[src/rtl/pmc_pkg.sv]
package pmc_pkg;

    typedef enum logic [2:0] {
        PS_FULL       = 3'd0,
        PS_DOZE       = 3'd1,
        PS_DOZE_CB    = 3'd2,
        PS_NAP_WAIT   = 3'd3,
        PS_SLEEP_WAIT = 3'd4,
        PS_NAP        = 3'd5,
        PS_SLEEP      = 3'd6
    } pstate_e;

    typedef enum logic [1:0] {
        WK_NONE = 2'd0,
        WK_EXT  = 2'd1,
        WK_DEC  = 2'd2,
        WK_RST  = 2'd3
    } wake_e;

    localparam int MODE_W     = 3;
    localparam int MODE_DOZE  = 0;
    localparam int MODE_NAP   = 1;
    localparam int MODE_SLEEP = 2;

endpackage

[src/rtl/pmc_sync.sv]
module pmc_sync #(
    parameter int STAGES = 2
) (
    input  logic clk,
    input  logic rst_n,
    input  logic d_async,
    output logic q_sync
);
    logic [STAGES-1:0] chain_q;

    generate
        for (genvar s = 0; s < STAGES; s++) begin : g_stage
            if (s == 0) begin : g_first
                always_ff @(posedge clk or negedge rst_n) begin
                    if (!rst_n) chain_q[0] <= 1'b0;
                    else        chain_q[0] <= d_async;
                end
            end else begin : g_next
                always_ff @(posedge clk or negedge rst_n) begin
                    if (!rst_n) chain_q[s] <= 1'b0;
                    else        chain_q[s] <= chain_q[s-1];
                end
            end
        end
    endgenerate

    assign q_sync = chain_q[STAGES-1];
endmodule

[src/rtl/pmc_req_decode.sv]
module pmc_req_decode
    import pmc_pkg::*;
(
    input  logic              cfg_wr,
    input  logic [MODE_W-1:0] cfg_mode,
    output logic              req_valid,
    output pstate_e           req_target
);
    logic single_bit;

    always_comb begin
        single_bit = (cfg_mode != '0) && ((cfg_mode & (cfg_mode - 1'b1)) == '0);
        req_valid  = cfg_wr && single_bit;
        req_target = PS_FULL;
        if (cfg_mode[MODE_DOZE])  req_target = PS_DOZE;
        if (cfg_mode[MODE_NAP])   req_target = PS_NAP_WAIT;
        if (cfg_mode[MODE_SLEEP]) req_target = PS_SLEEP_WAIT;
    end
endmodule

[src/rtl/pmc_clk_en.sv]
module pmc_clk_en
    import pmc_pkg::*;
#(
    parameter int NUM_UNITS   = 5,
    parameter int DEC_UNIT    = 0,
    parameter int DCACHE_UNIT = 1
) (
    input  pstate_e              state,
    input  logic                 dyn_en,
    input  logic [NUM_UNITS-1:0] unit_need,
    output logic [NUM_UNITS-1:0] clk_en,
    output logic                 snoop_en,
    output logic                 coh_req
);
    generate
        for (genvar i = 0; i < NUM_UNITS; i++) begin : g_unit
            localparam bit IS_DEC = (i == DEC_UNIT);
            localparam bit IS_DC  = (i == DCACHE_UNIT);
            logic en;

            always_comb begin
                unique case (state)
                    PS_FULL, PS_NAP_WAIT, PS_SLEEP_WAIT:
                        en = IS_DEC ? 1'b1 : (dyn_en ? unit_need[i] : 1'b1);
                    PS_DOZE, PS_NAP:
                        en = IS_DEC;
                    PS_DOZE_CB:
                        en = IS_DEC || IS_DC;
                    PS_SLEEP:
                        en = 1'b0;
                    default:
                        en = 1'b0;
                endcase
            end

            assign clk_en[i] = en;
        end
    endgenerate

    always_comb begin
        snoop_en = !((state == PS_NAP) || (state == PS_SLEEP));
        coh_req  = (state == PS_NAP_WAIT) || (state == PS_SLEEP_WAIT);
    end
endmodule

[src/rtl/power_mode_ctrl.sv]
module power_mode_ctrl
    import pmc_pkg::*;
#(
    parameter int NUM_UNITS   = 5,
    parameter int DEC_UNIT    = 0,
    parameter int DCACHE_UNIT = 1,
    parameter int SYNC_STAGES = 2
) (
    input  logic                 clk,
    input  logic                 rst_n,
    input  logic                 cfg_wr,
    input  logic [2:0]           cfg_mode,
    input  logic                 cfg_dyn_gate,
    input  logic [NUM_UNITS-1:0] unit_need,
    input  logic                 ext_irq_async,
    input  logic                 dec_irq,
    input  logic                 snoop_hit,
    input  logic                 copyback_done,
    input  logic                 coh_ack,
    output logic [NUM_UNITS-1:0] unit_clk_en,
    output logic                 snoop_en,
    output logic                 coh_req,
    output logic                 wake_valid,
    output logic [1:0]           wake_cause,
    output logic [2:0]           power_state
);
    pstate_e state_q, state_d;
    wake_e   wk_d, wake_cause_q;
    logic    wake_valid_q;
    logic    dyn_en_q;
    logic    irq_s;
    logic    req_valid;
    pstate_e req_target;

    pmc_sync #(.STAGES(SYNC_STAGES)) u_sync (
        .clk     (clk),
        .rst_n   (rst_n),
        .d_async (ext_irq_async),
        .q_sync  (irq_s)
    );

    pmc_req_decode u_dec (
        .cfg_wr     (cfg_wr),
        .cfg_mode   (cfg_mode),
        .req_valid  (req_valid),
        .req_target (req_target)
    );

    pmc_clk_en #(
        .NUM_UNITS   (NUM_UNITS),
        .DEC_UNIT    (DEC_UNIT),
        .DCACHE_UNIT (DCACHE_UNIT)
    ) u_clk_en (
        .state     (state_q),
        .dyn_en    (dyn_en_q),
        .unit_need (unit_need),
        .clk_en    (unit_clk_en),
        .snoop_en  (snoop_en),
        .coh_req   (coh_req)
    );

    // Transition logic
    always_comb begin
        state_d = state_q;
        wk_d    = WK_NONE;
        unique case (state_q)
            PS_FULL: begin
                if (req_valid) state_d = req_target;
            end
            PS_DOZE: begin
                if (irq_s) begin
                    state_d = PS_FULL;
                    wk_d    = WK_EXT;
                end else if (dec_irq) begin
                    state_d = PS_FULL;
                    wk_d    = WK_DEC;
                end else if (snoop_hit) begin
                    state_d = PS_DOZE_CB;
                end
            end
            PS_DOZE_CB: begin
                if (copyback_done) state_d = PS_DOZE;
            end
            PS_NAP_WAIT, PS_SLEEP_WAIT: begin
                if (irq_s || dec_irq)
                    state_d = PS_FULL;
                else if (coh_ack)
                    state_d = (state_q == PS_NAP_WAIT) ? PS_NAP : PS_SLEEP;
            end
            PS_NAP: begin
                if (irq_s) begin
                    state_d = PS_FULL;
                    wk_d    = WK_EXT;
                end else if (dec_irq) begin
                    state_d = PS_FULL;
                    wk_d    = WK_DEC;
                end
            end
            PS_SLEEP: begin
                if (irq_s) begin
                    state_d = PS_FULL;
                    wk_d    = WK_EXT;
                end
            end
            default: state_d = PS_FULL;
        endcase
    end

    // State register
    always_ff @(posedge clk or negedge rst_n) begin
        if (!rst_n) begin
            state_q <= PS_FULL;
        end else begin
            state_q <= state_d;
        end
    end

    // Registered outputs and configuration
    always_ff @(posedge clk or negedge rst_n) begin
        if (!rst_n) begin
            wake_valid_q <= 1'b1;
            wake_cause_q <= WK_RST;
            dyn_en_q     <= 1'b0;
        end else begin
            wake_valid_q <= (wk_d != WK_NONE);
            wake_cause_q <= wk_d;
            if (cfg_wr) dyn_en_q <= cfg_dyn_gate;
        end
    end

    assign wake_valid  = wake_valid_q;
    assign wake_cause  = wake_cause_q;
    assign power_state = state_q;

    AST_BAD_REQ_IGNORED: assert property (@(posedge clk) disable iff (!rst_n)
        (state_q == PS_FULL && !(cfg_wr && $onehot(cfg_mode))) |=> state_q == PS_FULL);

    AST_NAP_NO_HOP: assert property (@(posedge clk) disable iff (!rst_n)
        (state_q == PS_NAP) |=> (state_q == PS_NAP || state_q == PS_FULL));

    AST_CB_TO_DOZE: assert property (@(posedge clk) disable iff (!rst_n)
        (state_q == PS_DOZE_CB) |=> (state_q == PS_DOZE_CB || state_q == PS_DOZE));

    AST_GRANT_NEEDS_ACK: assert property (@(posedge clk) disable iff (!rst_n)
        (state_q == PS_NAP && $past(state_q) != PS_NAP) |-> $past(coh_ack));

    AST_SNOOP_OFF_DEEP: assert property (@(posedge clk) disable iff (!rst_n)
        (state_q == PS_NAP || state_q == PS_SLEEP) |-> !snoop_en);

    AST_SLEEP_ALL_GATED: assert property (@(posedge clk) disable iff (!rst_n)
        (state_q == PS_SLEEP) |-> unit_clk_en == '0);

    AST_SLEEP_DEC_IGNORED: assert property (@(posedge clk) disable iff (!rst_n)
        (state_q == PS_SLEEP && !irq_s) |=> state_q == PS_SLEEP);

    AST_WAKE_IN_FULL: assert property (@(posedge clk) disable iff (!rst_n)
        wake_valid |-> power_state == 3'd0);

    AST_WAKE_ONE_CYCLE: assert property (@(posedge clk) disable iff (!rst_n)
        wake_valid |=> !wake_valid);

endmodule

[config.mk]
export PLATFORM = sky130hd
export DESIGN_NAME = power_mode_ctrl
export DESIGN_NICKNAME = d
export VERILOG_FILES = /design/src/rtl/pmc_pkg.sv /design/src/rtl/pmc_sync.sv /design/src/rtl/pmc_req_decode.sv /design/src/rtl/pmc_clk_en.sv /design/src/rtl/power_mode_ctrl.sv
export SDC_FILE = /design/constraint.sdc
export NUM_CORES = 1
export LEC_CHECK = 0
export BUFFER_PORTS_ARGS = -buffer_cell sky130_fd_sc_hd__clkbuf_2
export CORE_MARGIN = 3
export CORE_UTILIZATION = 44
export DETAILED_ROUTE_END_ITERATION = 8
export GPL_TIMING_DRIVEN = 0
export PLACE_DENSITY = 0.77
export SYNTH_ARGS = -nofsm -noshare
export SYNTH_HDL_FRONTEND = slang
export SYNTH_SLANG_ARGS = --single-unit
[constraint.sdc]
create_clock -name clk -period 3.6 [get_ports clk]
set_clock_uncertainty 0.05 [all_clocks]
set_input_delay 0 -clock clk [delete_from_list [all_inputs] [get_ports clk]]
set_output_delay 0 -clock clk [all_outputs]
set_load 0.005 [all_outputs]
; Yosys cells after proc, flatten, opt, wreduce, memory -nomap -nowiden
; Index checks and enable logic that the tools add are counted.
[op_classes]
reduce_logical = 15
n_eq_ne = 12
n_addsub = 1
n_mux = 28
bitwise = 1
[ops]
columns = op, count
row1 = $mux 3, 11
row2 = $pmux 3 s6, 1
row3 = $mux 1, 10
row4 = $eq 3x3->1 const B, 3
row5 = $mux 2, 4
row6 = $eq 3x2->1 const B, 2
row7 = $logic_not 3->1, 2
row8 = $ne 2x2->1 const B, 3
row9 = $ne 3x3->1 const B, 2
row10 = $reduce_and 6->1, 1
row11 = $reduce_or 6->1, 1
row12 = $ne 4x4->1 const B, 1
row13 = $pmux 2 s2, 1
row14 = $reduce_or 2->1, 2
row15 = $and 3x3->3, 1
row16 = $eq 3x1->1 const B, 1
row17 = $logic_or 1x1->1, 3
row18 = $reduce_bool 3->1, 1
row19 = $reduce_or 3->1, 1
row20 = $sub 3x1->3 const B, 1
row21 = $logic_and 1x1->1, 2
row22 = $pmux 1 s2, 1
row23 = $reduce_bool 2->1, 1
row24 = $logic_not 1->1, 1
[totals]
output_inout_bits = 13
reg_bits = 9
elab_cells = 63
inputBits = 17

; Depth between registers and ports, before layout
[logic_depth]
depth_word = 7
ltp_mapped = 6
depth_no_buf = 4

; Cells and area by module
; From an unflattened synthesis, not the netlist that was laid out.
[hier_totals]
hier_cells = 77
area_unflattened_um2 = 703.2
[modules_own_cells]
columns = module, area_each_um2, seq_area_each_um2, instances, cells_each
row1 = power_mode_ctrl, 465.4, 178.9, 1, 46
row2 = pmc_clk_en, 140.1, 0.0, 1, 22
row3 = pmc_sync, 50.0, 50.0, 1, 2
row4 = pmc_req_decode, 47.5, 0.0, 1, 7

; Least setup slack after synthesis
; No wires, ideal clock.
[synth_path]
kind = flip-flop to flip-flop
startpoint = register state_q[1], in the netlist power_state[1]
endpoint = register state_q[1], in the netlist power_state[1]
setup_time_ns = 0.125
required_time_ns = 3.425
synth_period_minus_slack_ns = 1.717
path_slack_ns = 1.883
path_stages_with_launch = 5
path_buffers = 0
arrival_ns = 1.542
path_cell_list = dfrtp_1 > or3b_1 > a211o_1 > and3_4 > mux2_4
[synth_between]
elab_chain_len = 5
elab_cells_between_ends = 19
cone_classes = eq/ne: 12 / mux: 4 / reduce/logical: 3
[synth_rtl]
columns = element, line_no
row1 = start: declaration, power_mode_ctrl.sv:27  ; pstate_e state_q, state_d;
row2 = start signal: assignment, power_mode_ctrl.sv:114  ; state_q <= state_d;
row3 = $eq 3x2->1, "power_mode_ctrl.sv:66, power_mode_ctrl.sv:88"
row4 = $mux 2, power_mode_ctrl.sv:88  ; state_d = (state_q == PS_NAP_WAIT) ? PS_NAP : PS_SLEEP;
row5 = $mux 3, power_mode_ctrl.sv:87  ; else if (coh_ack)
row6 = $mux 3, power_mode_ctrl.sv:85  ; if (irq_s || dec_irq)
row7 = $pmux 3 s6, power_mode_ctrl.sv:66  ; unique case (state_q)
; Parallel ways exist; a longest one is shown, timed or not. The select of a mux whose other input is x is not followed.
; A chain may end at the register's enable or synchronous reset.

; Worst setup path after layout
[layout_path]
startpoint = register state_q[0], in the netlist power_state[0]
endpoint = register state_q[1], in the netlist power_state[1]
; The elaborated chain is that of the path after synthesis.

==> results by group <==
Synth
  • Post-Synth XOR/XNOR Area: 2.89%
  • Sequential-to-total area share from yosys stat: ~38%
  • Synthesized instance count: between 60 and 70
  • Mapped Area: just over 600 sq um
  • Largest family of logic cells by synthesized area: simple AND/OR/NAND/NOR gates
  • Synth area leaders: dfrtp_1, dfstp_2, buf_4
  • Yosys top cell by area: dfrtp_1
  • Post-Syn Nets: 85
  • Synth Area in Simple Gates: between 20% and 30%
  • Mux share of post-synthesis cell area: between 5 and 6%
  • Synthesis-stage register bit count: 9
  • Post-synthesis adder-cell area fraction: 0%
  • YS warnings: 0
  • Area share of the largest cell type after synthesis: 24.8%
  • Post-synthesis compound-gate area fraction: 19.2%
  • Yosys cell types: 33
  • Synthesized area per cell: 8.91 sq um

Detailed routing
  • # DRC: 0
  • Routed wire length: about 1500 microns
  • Pre-Repair DR Iteration Count: 4
  • WL per Instance: between 10 and 15 microns
  • Post-route antenna net violation count: 0
  • Via count: approximately 600
  • Vias/cell: slightly above 5
  • DR iter-0 viols: 14

Pwr
  • Max VDD drop: 0.373 mV
  • PwrDens: 710 nW/um^2
  • Leak: around 0.43 nW
  • Power, Total: 0.000597 W

Timing
  • Count of final hold-check violations: 0
  • RSZ-0062 raised after global routing: false
  • Final setup margin: 1770 ps
  • Final setup fails: 0
  • Slew @ Worst Pin: between 300 and 400 ps
  • Fin Setup TNS: 0 ps
  • Fmax: 546 MHz
  • Worst rel slew slack: 78.1%
  • Minimum clock period: ~1800 ps
  • Period utilization: between 50% and 60%
  • Max-slew violations: 0

Clocking
  • Post-cts sizing count: 0
  • Post-CTS Setup Bufs: 0
  • H-tree level count: 1
  • CTS Buf Count: 3
  • Reg clk slew, reported paths: around 60 ps
  • CTS root buf: clkbuf_4
  • CTS Buffer Depth: 2
  • CTS tree: done
  • Clk_lat worst skew: 260 ps
  • CTS sink count: 9

Floorplanning
  • CORE AREA: ~1200 sq um
  • Overall die width: between 40 and 50 microns
  • Die height: between 40 and 50 microns
  • IO Count: 30
  • Placement Rows: 12
  • Initial core utilization: 50.4%
  • Die area: 1860 sq um

Place
  • Detailed placer's ending HPWL: about 1200 microns
  • Pre-CTS WS: 1790 ps
  • PortBufs: 28
  • Routability cong.: about 0.86

Layout
  • Ant diodes: 0
  • P&R area growth vs syn: 38.8%
  • Share of post-route cells with drive strength above 1: a little under half
  • Nets: around 120
  • Most common cell after layout, fill and taps aside: clkbuf_2
  • Commonest non-fill, non-tap cells in the layout: clkbuf_2, nor2_1, a21oi_1
  • Final Core Density: 70.0%

Setup path
  • Critical path type: reg2reg
  • CP startpoint kind: flop
  • Worst Path Arrival: 1930 ps
  • FF-to-FF path depth: 5
  • CP endpoint kind: flop
  • CP required: roughly 3700 ps
  • Maximum fanout along the worst path: 10

Global route
  • First-pass GRT wire length: approximately 2400 microns
  • Initial antenna violation count: 0
  • GRT Util Overall: around 17%
  • Vias in the first global route: 578
  • Maximum number of pins on one net before global-route repair: 11
  • Total global routing overflow: 0

Job
  • # Max-Cap Violations: 0

Outcome
  • Status: complete, no violations

Hold path
  • Worst hold path class: in2async
==> synth_stat cells <==
master	n
o21ai_0	1
nor3_1	2
xor2_1	1
buf_2	3
dfstp_2	3
a31oi_1	2
nand3b_1	1
a32oi_1	1
nand2b_1	3
mux2_4	1
nor4b_1	1
a22oi_1	1
or3b_1	1
buf_4	5
and3_4	1
a21oi_1	7
or2_2	1
a31o_2	1
o21bai_1	1
dfrtp_1	6
nand4bb_1	1
mux2i_1	1
xnor2_1	1
and2_1	1
o21a_1	1
inv_1	4
a211o_1	1
nor2b_1	2
nand2_1	3
a211oi_1	1
nor2_1	7
o211ai_1	1
mux2_2	1
==> final cells by class <==
class                      count  area [sq um]
buffer                         8          52.6
clock buffer                   3          22.5
clock inverter                 1          5.00
fill                         108           360
inverter                       4          15.0
multi-input combinational     47           309
sequential                     9           229
tap                           14          17.5
timing repair buffer          33           190
==> logic make-up after synthesis <==
| family | Yosys count |
|---|---|
| AND/OR/NAND/NOR | 24 |
| AO/OA/AOI/OAI | 18 |
| buffers and inverters | 12 |
| flip-flops | 9 |
| multiplexers | 3 |
| XOR/XNOR | 2 |
==> state kept, by name (all words and copies together), names as in the netlist <==
name            cells
dyn_en_q            1
power_state         3
u_sync.q_sync       1
u_sync.chain_q      1
wake_valid          1
wake_cause          2
==> final timing paths <==
check	from	end	slack, ps
setup / recovery	power_state[0]	power_state[1]	1770
hold / removal	rst_n	power_state[2]	90
setup reg to reg	power_state[0]	power_state[1]	1770
hold reg to reg	u_sync.chain_q[0]	u_sync.q_sync	330
max in group asynchronous	rst_n	wake_valid	3160
min in group clk	cfg_mode[2]	power_state[2]	110
==> metal layers <==
metal	global-route usage (%)	vias to the layer above	share of wire [%]
met1	19.4	282	42
li1	-	305	-
met4	8.43	0	0.82
met5	0	-	0
met2	29.5	25	50
met3	3.81	2	6.6
==> per-stage QoR <==
step,instances,hold slack [ps],cell area [sq um]
after global routing,119,101,841
after floorplan,68,-346,606
after global placement,110,-197,763
after CTS,119,72.3,841
final,119,85.5,841
after detailed placement,110,-188,763
==> what timing repair did <==
item,4_1_cts,5_1_grt
setup endpoints to repair,0,0
endpoints found under the hold margin,13,0
hold buffers,5,0
==> power by group <==
group          total [W]  leakage (nW)  internal, W  switching, W
clock          0.0000769        0.0177    0.0000410     0.0000359
sequential      0.000153         0.104     0.000135     0.0000182
combinational   0.000367         0.310     0.000194      0.000173
==> critical path, cell delays in order (launching register included) <==
cell,delay (ps)
dfrtp_1,410
buf_2,200
nor3_1,320
o211ai_1,210
and3_4,240
mux2_4,290
Power figures use the tool's default switching activity.
